--- src/rtl/wbq_pkg.sv ---
package wbq_pkg;

  typedef enum logic {
    HAZ_FLUSH = 1'b0,
    HAZ_CHECK = 1'b1
  } wbq_haz_e;

  // control -> datapath strobes
  typedef struct packed {
    logic push;
    logic pop;
  } wbq_strobe_t;

  // datapath -> control status
  typedef struct packed {
    logic empty;
    logic full;
    logic match;
  } wbq_status_t;

endpackage

--- src/rtl/wbq_datapath.sv ---
module wbq_datapath #(
  parameter int ADDR_W = 32,
  parameter int DATA_W = 32,
  parameter int DEPTH  = 4
) (
  input  logic                 clk,
  input  logic                 rst_n,
  input  wbq_pkg::wbq_strobe_t strobe,
  input  logic [ADDR_W-1:0]    stAddr,
  input  logic [DATA_W-1:0]    stData,
  input  logic [ADDR_W-1:0]    rdAddr,
  output wbq_pkg::wbq_status_t status,
  output logic [ADDR_W-1:0]    headAddr,
  output logic [DATA_W-1:0]    headData,
  output logic [DATA_W-1:0]    fwdData
);
  localparam int PTR_W = (DEPTH > 1) ? $clog2(DEPTH) : 1;
  localparam int CNT_W = $clog2(DEPTH + 1);
  localparam logic [PTR_W-1:0] LAST = PTR_W'(DEPTH - 1);
  localparam logic [CNT_W-1:0] FULLCNT = CNT_W'(DEPTH);

  logic [ADDR_W-1:0] addrMem [DEPTH];
  logic [DATA_W-1:0] dataMem [DEPTH];
  logic [PTR_W-1:0]  headPtr, tailPtr;
  logic [CNT_W-1:0]  count;

  function automatic logic [PTR_W-1:0] ptrInc(input logic [PTR_W-1:0] p);
    return (p == LAST) ? '0 : p + 1'b1;
  endfunction

  // storage (no reset needed on payload)
  always_ff @(posedge clk) begin
    if (strobe.push) begin
      addrMem[tailPtr] <= stAddr;
      dataMem[tailPtr] <= stData;
    end
  end

  always_ff @(posedge clk or negedge rst_n) begin
    if (!rst_n) begin
      headPtr <= '0;
      tailPtr <= '0;
      count   <= '0;
    end else begin
      if (strobe.push) tailPtr <= ptrInc(tailPtr);
      if (strobe.pop)  headPtr <= ptrInc(headPtr);
      case ({strobe.push, strobe.pop})
        2'b10:   count <= count + 1'b1;
        2'b01:   count <= count - 1'b1;
        default: count <= count;
      endcase
    end
  end

  // scan oldest to youngest; the last hit wins, giving the youngest match
  logic                hit;
  logic [DATA_W-1:0]   hitData;
  always_comb begin
    hit     = 1'b0;
    hitData = '0;
    for (int i = 0; i < DEPTH; i++) begin
      int s;
      s = int'(headPtr) + i;
      if (s >= DEPTH) s = s - DEPTH;
      if ((CNT_W'(i) < count) && (addrMem[PTR_W'(s)] == rdAddr)) begin
        hit     = 1'b1;
        hitData = dataMem[PTR_W'(s)];
      end
    end
  end

  assign status.empty = (count == '0);
  assign status.full  = (count == FULLCNT);
  assign status.match = hit;
  assign headAddr     = addrMem[headPtr];
  assign headData     = dataMem[headPtr];
  assign fwdData      = hitData;

  p_no_overflow_r2: assert property (@(posedge clk) disable iff (!rst_n)
    strobe.push |-> (count < FULLCNT));
  p_no_underflow_r3: assert property (@(posedge clk) disable iff (!rst_n)
    strobe.pop |-> (count != '0));
  p_count_up_r4: assert property (@(posedge clk) disable iff (!rst_n)
    (strobe.push && !strobe.pop) |=> (count == $past(count) + 1'b1));
  p_count_down_r4: assert property (@(posedge clk) disable iff (!rst_n)
    (strobe.pop && !strobe.push) |=> (count == $past(count) - 1'b1));
  p_head_moves_r3: assert property (@(posedge clk) disable iff (!rst_n)
    !strobe.pop |=> $stable(headPtr));

endmodule

--- src/rtl/wbq_ctrl.sv ---
module wbq_ctrl #(
  parameter wbq_pkg::wbq_haz_e HAZARD = wbq_pkg::HAZ_CHECK,
  parameter bit                FWD_EN = 1'b1
) (
  input  logic                 clk,
  input  logic                 rst_n,
  input  wbq_pkg::wbq_status_t status,
  input  logic                 stValid,
  input  logic                 rdReqValid,
  input  logic                 memReady,
  output wbq_pkg::wbq_strobe_t strobe,
  output logic                 stReady,
  output logic                 rdReqReady,
  output logic                 fwdValid,
  output logic                 memValid,
  output logic                 memWrite
);
  logic readGo, fwdGo, holdStores;

  generate
    if (HAZARD == wbq_pkg::HAZ_CHECK) begin : g_check
      assign readGo     = rdReqValid && !status.match;
      assign fwdGo      = FWD_EN && rdReqValid && status.match;
      assign holdStores = 1'b0;
    end else begin : g_flush
      assign readGo     = rdReqValid && status.empty;
      assign fwdGo      = 1'b0;
      assign holdStores = rdReqValid;

      p_flush_first_r8: assert property (@(posedge clk) disable iff (!rst_n)
        (memValid && !memWrite) |-> status.empty);
      p_no_store_while_read_r8: assert property (@(posedge clk) disable iff (!rst_n)
        rdReqValid |-> !strobe.push);
    end
  endgenerate

  assign memValid    = readGo || !status.empty;
  assign memWrite    = !readGo;
  assign rdReqReady  = (readGo && memReady) || fwdGo;
  assign fwdValid    = fwdGo;
  assign stReady     = !status.full && !holdStores;
  assign strobe.push = stValid && stReady;
  assign strobe.pop  = !readGo && !status.empty && memReady;

  p_read_clear_r5: assert property (@(posedge clk) disable iff (!rst_n)
    (memValid && !memWrite) |-> !status.match);
  p_fwd_on_match_r6: assert property (@(posedge clk) disable iff (!rst_n)
    fwdValid |-> (status.match && rdReqValid && !(memValid && !memWrite)));
  p_hold_match_r7: assert property (@(posedge clk) disable iff (!rst_n)
    (!FWD_EN && rdReqValid && status.match) |-> !rdReqReady);
  p_one_use_r3: assert property (@(posedge clk) disable iff (!rst_n)
    !(strobe.pop && readGo));

endmodule

--- src/rtl/wbq_top.sv ---
module wbq_top #(
  parameter int                ADDR_W = 32,
  parameter int                DATA_W = 32,
  parameter int                DEPTH  = 4,
  parameter wbq_pkg::wbq_haz_e HAZARD = wbq_pkg::HAZ_CHECK,
  parameter bit                FWD_EN = 1'b1
) (
  input  logic              clk,
  input  logic              rst_n,
  input  logic              stValid,
  output logic              stReady,
  input  logic [ADDR_W-1:0] stAddr,
  input  logic [DATA_W-1:0] stData,
  input  logic              rdReqValid,
  input  logic [ADDR_W-1:0] rdReqAddr,
  output logic              rdReqReady,
  output logic              fwdValid,
  output logic [DATA_W-1:0] fwdData,
  output logic              memValid,
  output logic              memWrite,
  output logic [ADDR_W-1:0] memAddr,
  output logic [DATA_W-1:0] memWdata,
  input  logic              memReady,
  output logic              empty,
  output logic              full
);
  wbq_pkg::wbq_strobe_t strobe;
  wbq_pkg::wbq_status_t status;
  logic [ADDR_W-1:0]    headAddr;
  logic [DATA_W-1:0]    headData;

  wbq_datapath #(.ADDR_W(ADDR_W), .DATA_W(DATA_W), .DEPTH(DEPTH)) u_dp (
    .clk(clk), .rst_n(rst_n), .strobe(strobe), .stAddr(stAddr), .stData(stData),
    .rdAddr(rdReqAddr), .status(status), .headAddr(headAddr), .headData(headData),
    .fwdData(fwdData)
  );

  wbq_ctrl #(.HAZARD(HAZARD), .FWD_EN(FWD_EN)) u_ctrl (
    .clk(clk), .rst_n(rst_n), .status(status), .stValid(stValid),
    .rdReqValid(rdReqValid), .memReady(memReady), .strobe(strobe),
    .stReady(stReady), .rdReqReady(rdReqReady), .fwdValid(fwdValid),
    .memValid(memValid), .memWrite(memWrite)
  );

  assign memAddr  = memWrite ? headAddr : rdReqAddr;
  assign memWdata = headData;
  assign empty    = status.empty;
  assign full     = status.full;

  p_stall_cause_r2: assert property (@(posedge clk) disable iff (!rst_n)
    !stReady |-> (full || (HAZARD == wbq_pkg::HAZ_FLUSH && rdReqValid)));
  p_flags_excl_r4: assert property (@(posedge clk) disable iff (!rst_n)
    !(empty && full));
  p_idle_quiet_r1: assert property (@(posedge clk) disable iff (!rst_n)
    (empty && !rdReqValid) |-> !memValid);

endmodule

--- config.mk ---
export PLATFORM = sky130hd
export DESIGN_NAME = wbq_top
export DESIGN_NICKNAME = d
export VERILOG_FILES = /design/src/rtl/wbq_pkg.sv /design/src/rtl/wbq_datapath.sv /design/src/rtl/wbq_ctrl.sv /design/src/rtl/wbq_top.sv
export SDC_FILE = /design/constraint.sdc
export NUM_CORES = 1
export LEC_CHECK = 0
export BUFFER_PORTS_ARGS = -buffer_cell sky130_fd_sc_hd__buf_2
export CAP_MARGIN = 20
export CORE_MARGIN = 3
export CORE_UTILIZATION = 54
export CTS_CLUSTER_DIAMETER = 150
export CTS_CLUSTER_SIZE = 8
export DETAILED_ROUTE_END_ITERATION = 8
export PLACE_DENSITY = 0.77
export SYNTH_ARGS = -nofsm -noshare
export SYNTH_HDL_FRONTEND = slang
export SYNTH_SLANG_ARGS = --single-unit
export TNS_END_PERCENT = 100
--- constraint.sdc ---
create_clock -name clk -period 3.6 [get_ports clk]
set_input_delay 0.18 -clock clk [delete_from_list [all_inputs] [get_ports clk]]
set_output_delay 0.18 -clock clk [all_outputs]
set_load 0.02 [all_outputs]
# Word level (Yosys, flattened, before mapping)
# Memories as Yosys holds them, arrays and structs flattened.
# Index checks and enable logic that the tools add are counted.
totals:
  register_bits: 7
  ramBits: 256
  in_bits: 101
  output_inout_bits: 103
  elab_cells: 69
  n_memories: 2
mem_list:
  columns: ["name", "depth", "word_bits", "rd", "rd_ports_with_merged_regs", "write_ports", "line", "rtl"]
  rows:
  - ["u_dp.addrMem", 4, 32, 5, 0, 1, "wbq_datapath.sv:22", "logic [ADDR_W-1:0] addrMem [DEPTH];"]
  - ["u_dp.dataMem", 4, 32, 5, 0, 1, "wbq_datapath.sv:23", "logic [DATA_W-1:0] dataMem [DEPTH];"]
op_classes:
  n_addsub: 11
  magnitude_cmp: 8
  n_eq_ne: 9
  n_mux: 18
  reduce_logical: 18
ops:
  columns: ["cell", "count"]
  rows:
  - ["two-way mux 32 bit", 5]
  - ["== test 32 bit", 4]
  - ["two-way mux 2 bit", 6]
  - ["logical AND 1 bit", 10]
  - ["greater-or-equal comparator 3 bit, second input constant", 3]
  - ["subtractor 2 x 1 -> 2 bit, second input constant", 4]
  - ["adder 2 x 2 -> 3 bit, second input constant", 2]
  - ["== test 2 bit, second input constant", 3]
  - ["< comparator 1 x 3 -> 1 bit, first input constant", 2]
  - ["< comparator 2 x 3 -> 1 bit, first input constant", 2]
  - ["two-way mux 1 bit", 6]
  - ["one-hot mux 3 bit (2 select lines)", 1]
  - ["adder 2 x 1 -> 2 bit, second input constant", 2]
  - ["zero test 1 bit", 4]
  - ["adder 2 x 1 -> 3 bit, second input constant", 1]
  - ["adder 3 x 1 -> 3 bit, second input constant", 1]
  - ["== test 3 bit, second input constant", 1]
  - ["greater-or-equal comparator 2 x 3 -> 1 bit, second input constant", 1]
  - ["zero test 3 bit", 1]
  - ["subtractor 3 x 1 -> 3 bit, second input constant", 1]
  - ["== test 2 x 1 -> 1 bit, second input constant", 1]
  - ["logical OR 1 bit", 2]
  - ["nonzero test 2 bit", 1]

# Longest topological paths before layout
# An unclocked memory read counts as a cell.
logic_depth:
  word_depth: 16
  ltp_mapped: 17
  depth_no_buf: 13

# Hierarchy
# A second synthesis with hierarchy kept.
unflattened:
  cells_unflattened: 1212
  area_unflattened_um2: 18164.9
by_module_without_submodules:
  columns: ["mod", "n_inst", "cells_per_inst", "area_each_um2", "seq_area_each_um2"]
  rows:
  - ["wbq_datapath", 1, 1169, 17569.4, 7862.5]
  - ["wbq_top", 1, 36, 544.3, 0.0]
  - ["wbq_ctrl", 1, 7, 51.3, 0.0]

# Least setup slack after synthesis
# Ideal clock, no wire load.
synth_timing:
  kind: "reg2reg"
  from: "register u_dp.headPtr[0]"
  to: "register u_dp.count[2]"
  setup_time_ps: 126
  t_arrival_ps: 3307
  t_required_ps: 3474
  setup_slack_ps: 167
  path_stages_with_launch: 17
  n_path_buf: 4
  synth_period_minus_slack_ps: 3433
  cell_sequence: "dfrtp_1 > ha_1 > buf_6 > buf_8 > buf_6 > mux2i_1 > a222oi_1 > and3_1 > a21oi_1 > a2111oi_2 > nand4_1 > clkbuf_1 > a41oi_2 > ha_1 > mux2i_1 > nor2_1 > xor2_1"
synth_lines:
  columns: ["item", "line", "rtl"]
  rows:
  - ["start: declaration", "wbq_datapath.sv:24", "logic [PTR_W-1:0] headPtr, tailPtr;"]
  - ["start signal: assignment", "wbq_datapath.sv:46", "if (strobe.pop) headPtr <= ptrInc(headPtr);"]
  - ["end signal: assignment", "wbq_datapath.sv:48", "2'b10: count <= count + 1'b1;"]
  - ["end signal: assignment", "wbq_datapath.sv:49", "2'b01: count <= count - 1'b1;"]
  - ["end signal: assignment", "wbq_datapath.sv:50", "default: count <= count;"]
  - ["end: declaration", "wbq_datapath.sv:25", "logic [CNT_W-1:0] count;"]

# Worst setup path in the final report
layout_timing:
  from: "register u_dp.headPtr[0]"
  to: "output port fwdData[4]"
layout_between:
  elab_chain_cells: 9
  word_cells_on_any_way: 29
  cone_classes: "add/sub (7); order compare (4); eq/ne (4); mux (8); reduce/logical (4); memory (2)"
layout_lines:
  columns: ["item", "line", "rtl"]
  rows:
  - ["adder 2 x 1 -> 3 bit, or another cell as far along", "wbq_datapath.sv:63", "s = int'(headPtr) + i;"]
  - ["greater-or-equal comparator 3 bit, or another cell as far along", "wbq_datapath.sv:64", "if (s >= DEPTH) s = s - DEPTH;"]
  - ["two-way mux 2 bit / memory (4 x 32 bit) (equally long branches)", null, null]
  - ["memory (4 x 32 bit) / == test 32 bit (equally long branches)", null, null]
  - ["== test 32 bit / logical AND 1 bit (equally long branches)", "wbq_datapath.sv:65", "if ((CNT_W'(i) < count) && (addrMem[PTR_W'(s)] == rdAddr)) begin"]
  - ["logical AND 1 bit / two-way mux 32 bit (equally long branches)", "wbq_datapath.sv:65", null]
  - ["two-way mux 32 bit (2 in a row)", "wbq_datapath.sv:65", null]
  - ["two-way mux 32 bit *", "wbq_datapath.sv:65", null]
  - ["end: declaration", "wbq_top.sv:18", "output logic [DATA_W-1:0] fwdData,"]
# Mark *: on every way between the ends. The rest lies on a longest branch, timed or not.

==> impl_metrics.csv <==
group,metric,value,unit
cts,numCtsBuffers,38,
critical_path,cpMaxStageDelayCell,"mux4_2",
critical_path,critPathBufInv,5,
cts,cts_tree,"yes",
route,post_drt_via_cell_ratio,6.72,
logic_synthesis,ys_ff_latch,263,
logic_synthesis,async_flop_share,2.66,%
route,drt-total-wl,51900,um
route,drc,0,
logic_synthesis,syn-mean-instance-area,15.7,sq um
sta,worst_pin_slew,0.940,ns
critical_path,cp.required,3.42,ns
route,drt_iter0_drc,1508,
logic_synthesis,synth_compound_area_share,4.96,%
sta,timing.final.crit_share,126,%
floorplan,core_area,0.0327,sq mm
sta,finalMaxSlewViolations,0,
logic_synthesis,yosysWarnings,0,
cts,clock_sinks,263,
run_status,violations,"setup timing",
floorplan,die_x,189,um
cells_and_area,final_common_cell,"edfxtp_1",
cells_and_area,design_area,0.0232,sq mm
critical_path,worstSetupEndpointType,"primary output",
cts,clk_latency,0.54,ns
floorplan,dieArea,0.0356,sq mm
sta,finalSetupViolations,72,
logic_synthesis,synth-main-ff-cell,"edfxtp_1",
logic_synthesis,synthMuxAreaShare,36.8,%
global_routing,grt_util_all_layers,27.0,%
sta,fmax,221,MHz
placement,portBuffers,203,
run,maxCapViolCount,0,
global_routing,grt_pass1_wl,74000,um
critical_path,arrival,4.35,ns
cts,cts_root_buf,"clkbuf_16",
cells_and_area,mostFrequentLayoutCells,"256 x edfxtp_1, 229 x mux4_2, 152 x buf_2, 122 x buf_4, 83 x mux2i_1",
logic_synthesis,synth_top_family_by_area,"multiplexers",
critical_path,crit_fanout,7,
placement,dpl_cell_area,0.0201,sq mm
power,power_leakage,8.40,nW
cts,clockBufferDepth,3,
run_status,outcome,"finished, violations left",
cts,htree_levels,2,
sta,whs,0.0279,ns
logic_synthesis,synth_top_area_share,42.7,%
logic_synthesis,synthCells,1145,
sta,layout_min_cycle_time,4.53,ns
logic_synthesis,synth-xor-area-share,5.74,%
floorplan,die_y,189,um
logic_synthesis,ys_seq_area_share,43.6,%
cells_and_area,area_delta_synth_final,28.7,%
sta,rsz0062_at_grt,"true",
floorplan,start_util,55.1,%
logic_synthesis,synth_edf_count,256,
logic_synthesis,syn_area,0.0180,sq mm
cells_and_area,drive_above_1_share,49.5,%
critical_path,slowest_delay,0.54,ns
placement,dp_hpwl,32200,um
sta,skew,0.0406,ns
global_routing,antenna_found_initial,4,
critical_path,crit_family,"simple AND/OR/NAND/NOR gates",
critical_path,critPathKind,"reg2out",
sta,fin_ws,-0.929,ns
sta,hold_viol,0,
floorplan,rows,66,
cts,clkTransAtPathRegs,0.07,ns
critical_path,path_cells,"ha_4 > buf_12 > buf_12 > mux4_2 > xnor2_1 > nand4_1 > nor4_1 > and4bb_4 > buf_6 > clkbuf_16 > mux2i_1 > a2bb2oi_1 > a21oi_1 > buf_2",
route,wire_per_inst,26.5,um
sta,relSlewSlack,37.3,%
logic_synthesis,netlist_top_cells_area,"edfxtp_1 43%, mux4_2 29%, mux2i_1 5.2%",
global_routing,grt_overflow,0,
critical_path,timing.rr.start,"u_dp.headPtr[0]",
logic_synthesis,synth_cell_type_count,72,
route,dr.pass1.iters,5,
global_routing,grt_pass1_vias,12700,
route,ant_nets,0,
logic_synthesis,yosys.area_share.adder,0.694,%
worst_hold_path,hp-class,"in2async",
placement,place_congestion,0.934,
power,powerDensity,882,mW/mm^2
logic_synthesis,synthSimpleGateAreaFrac,4.05,%
cells_and_area,fin_util,70.9,%
floorplan,ios,204,
power,peakVddDrop,0.684,mV
route,vias,13200,
critical_path,critPathLaunch,"u_dp.headPtr[0]",
critical_path,path_common_cell,"buf_12",
critical_path,startpoint_type,"flip-flop",
global_routing,grt_max_degree,66,
logic_synthesis,syn_nets,1256,
logic_synthesis,synth_largest_area_cell,"edfxtp_1",
cells_and_area,finalNetCount,1607,
state kept, by name, summed over array words and instances (netlist names):
register,count
u_dp.addrMem,128
u_dp.tailPtr,2
u_dp.count,3
u_dp.dataMem,128
u_dp.headPtr,2
report_power, final:
part           switching [mW]  internal [mW]  total, mW
Combinational            5.90           6.73       12.6
Clock                    1.30           1.93       3.23
Sequential              0.507           4.08       4.59
Total                    7.71           12.7       20.5
routing by layer:
layer  global-route usage (%)  part of all wire, %
met3                     6.23                  9.8
met4                     10.7                  5.1
met5                        0                    0
met2                     45.1                   50
met1                     34.5                   35
cells in the mapped netlist, types with 9 or more instances:
cell and number:
a21oi_1 44, a2bb2oi_1 31, buf_1 15, buf_2 31
buf_4 10, buf_6 12, clkbuf_1 41, edfxtp_1 256
ha_1 10, inv_1 12, mux2_2 9, mux2_4 28
mux2i_1 94, mux4_2 229, nand2_1 16, nand4_1 18
nor2_1 50, nor4_1 12, xnor2_1 77, xor2_1 41
path summary, 6_finish.rpt:
path                                         to  slack (ns)  depth (start not counted)
worst max-delay path                 fwdData[4]       -0.93                         14
worst min-delay path            u_dp.headPtr[0]        0.03                          2
worst max register to register    u_dp.count[2]       -0.35                         16
worst min register to register    u_dp.count[2]        0.58                          1
max in group asynchronous         u_dp.count[1]        3.36                          2
min in group clk                u_dp.tailPtr[0]        0.13                          3
layout make-up:
class	instances	area, sq um
repair buffers	428	3770
well taps	442	553
fillers	2025	9500
clock buffers	51	1000
flip-flops and latches	263	7870
multi-input cells	752	9880
inverters	13	48.8
clock inverters	3	62.6
diodes	5	12.5
stage by stage:
step / total power, mW / instances / setup TNS, ns / worst slack, ns
5_1_grt: 21.4 / 1956 / -61.83 / -1.01
4_1_cts: 19.7 / 1927 / -44.43 / -0.737
3_5_place_dp: 15.9 / 1790 / -16.80 / -0.324
6_report: 20.5 / 1957 / -55.23 / -0.929
3_3_place_gp: 15.7 / 1790 / -13.26 / -0.273
2_1_floorplan: 12.9 / 1145 / 0 / 0.167
logic make-up after synthesis:
kind of cell    Yosys count
buf+inv                 130
mux                     361
simple gates            139
xor+xnor                118
compound gates          124
fa+ha+maj                10
flops                   263
timing repair:
item / CTS / global route
pin swaps: 9 / 31
hold endpoints to repair: 263 / 0
hold buffers: 65 / 0
cloned: 5 / 6
setup buffers: 13 / 18
resized for setup: 56 / 136
setup endpoints to repair: 86 / 79
(Power assumes the default switching activity.)
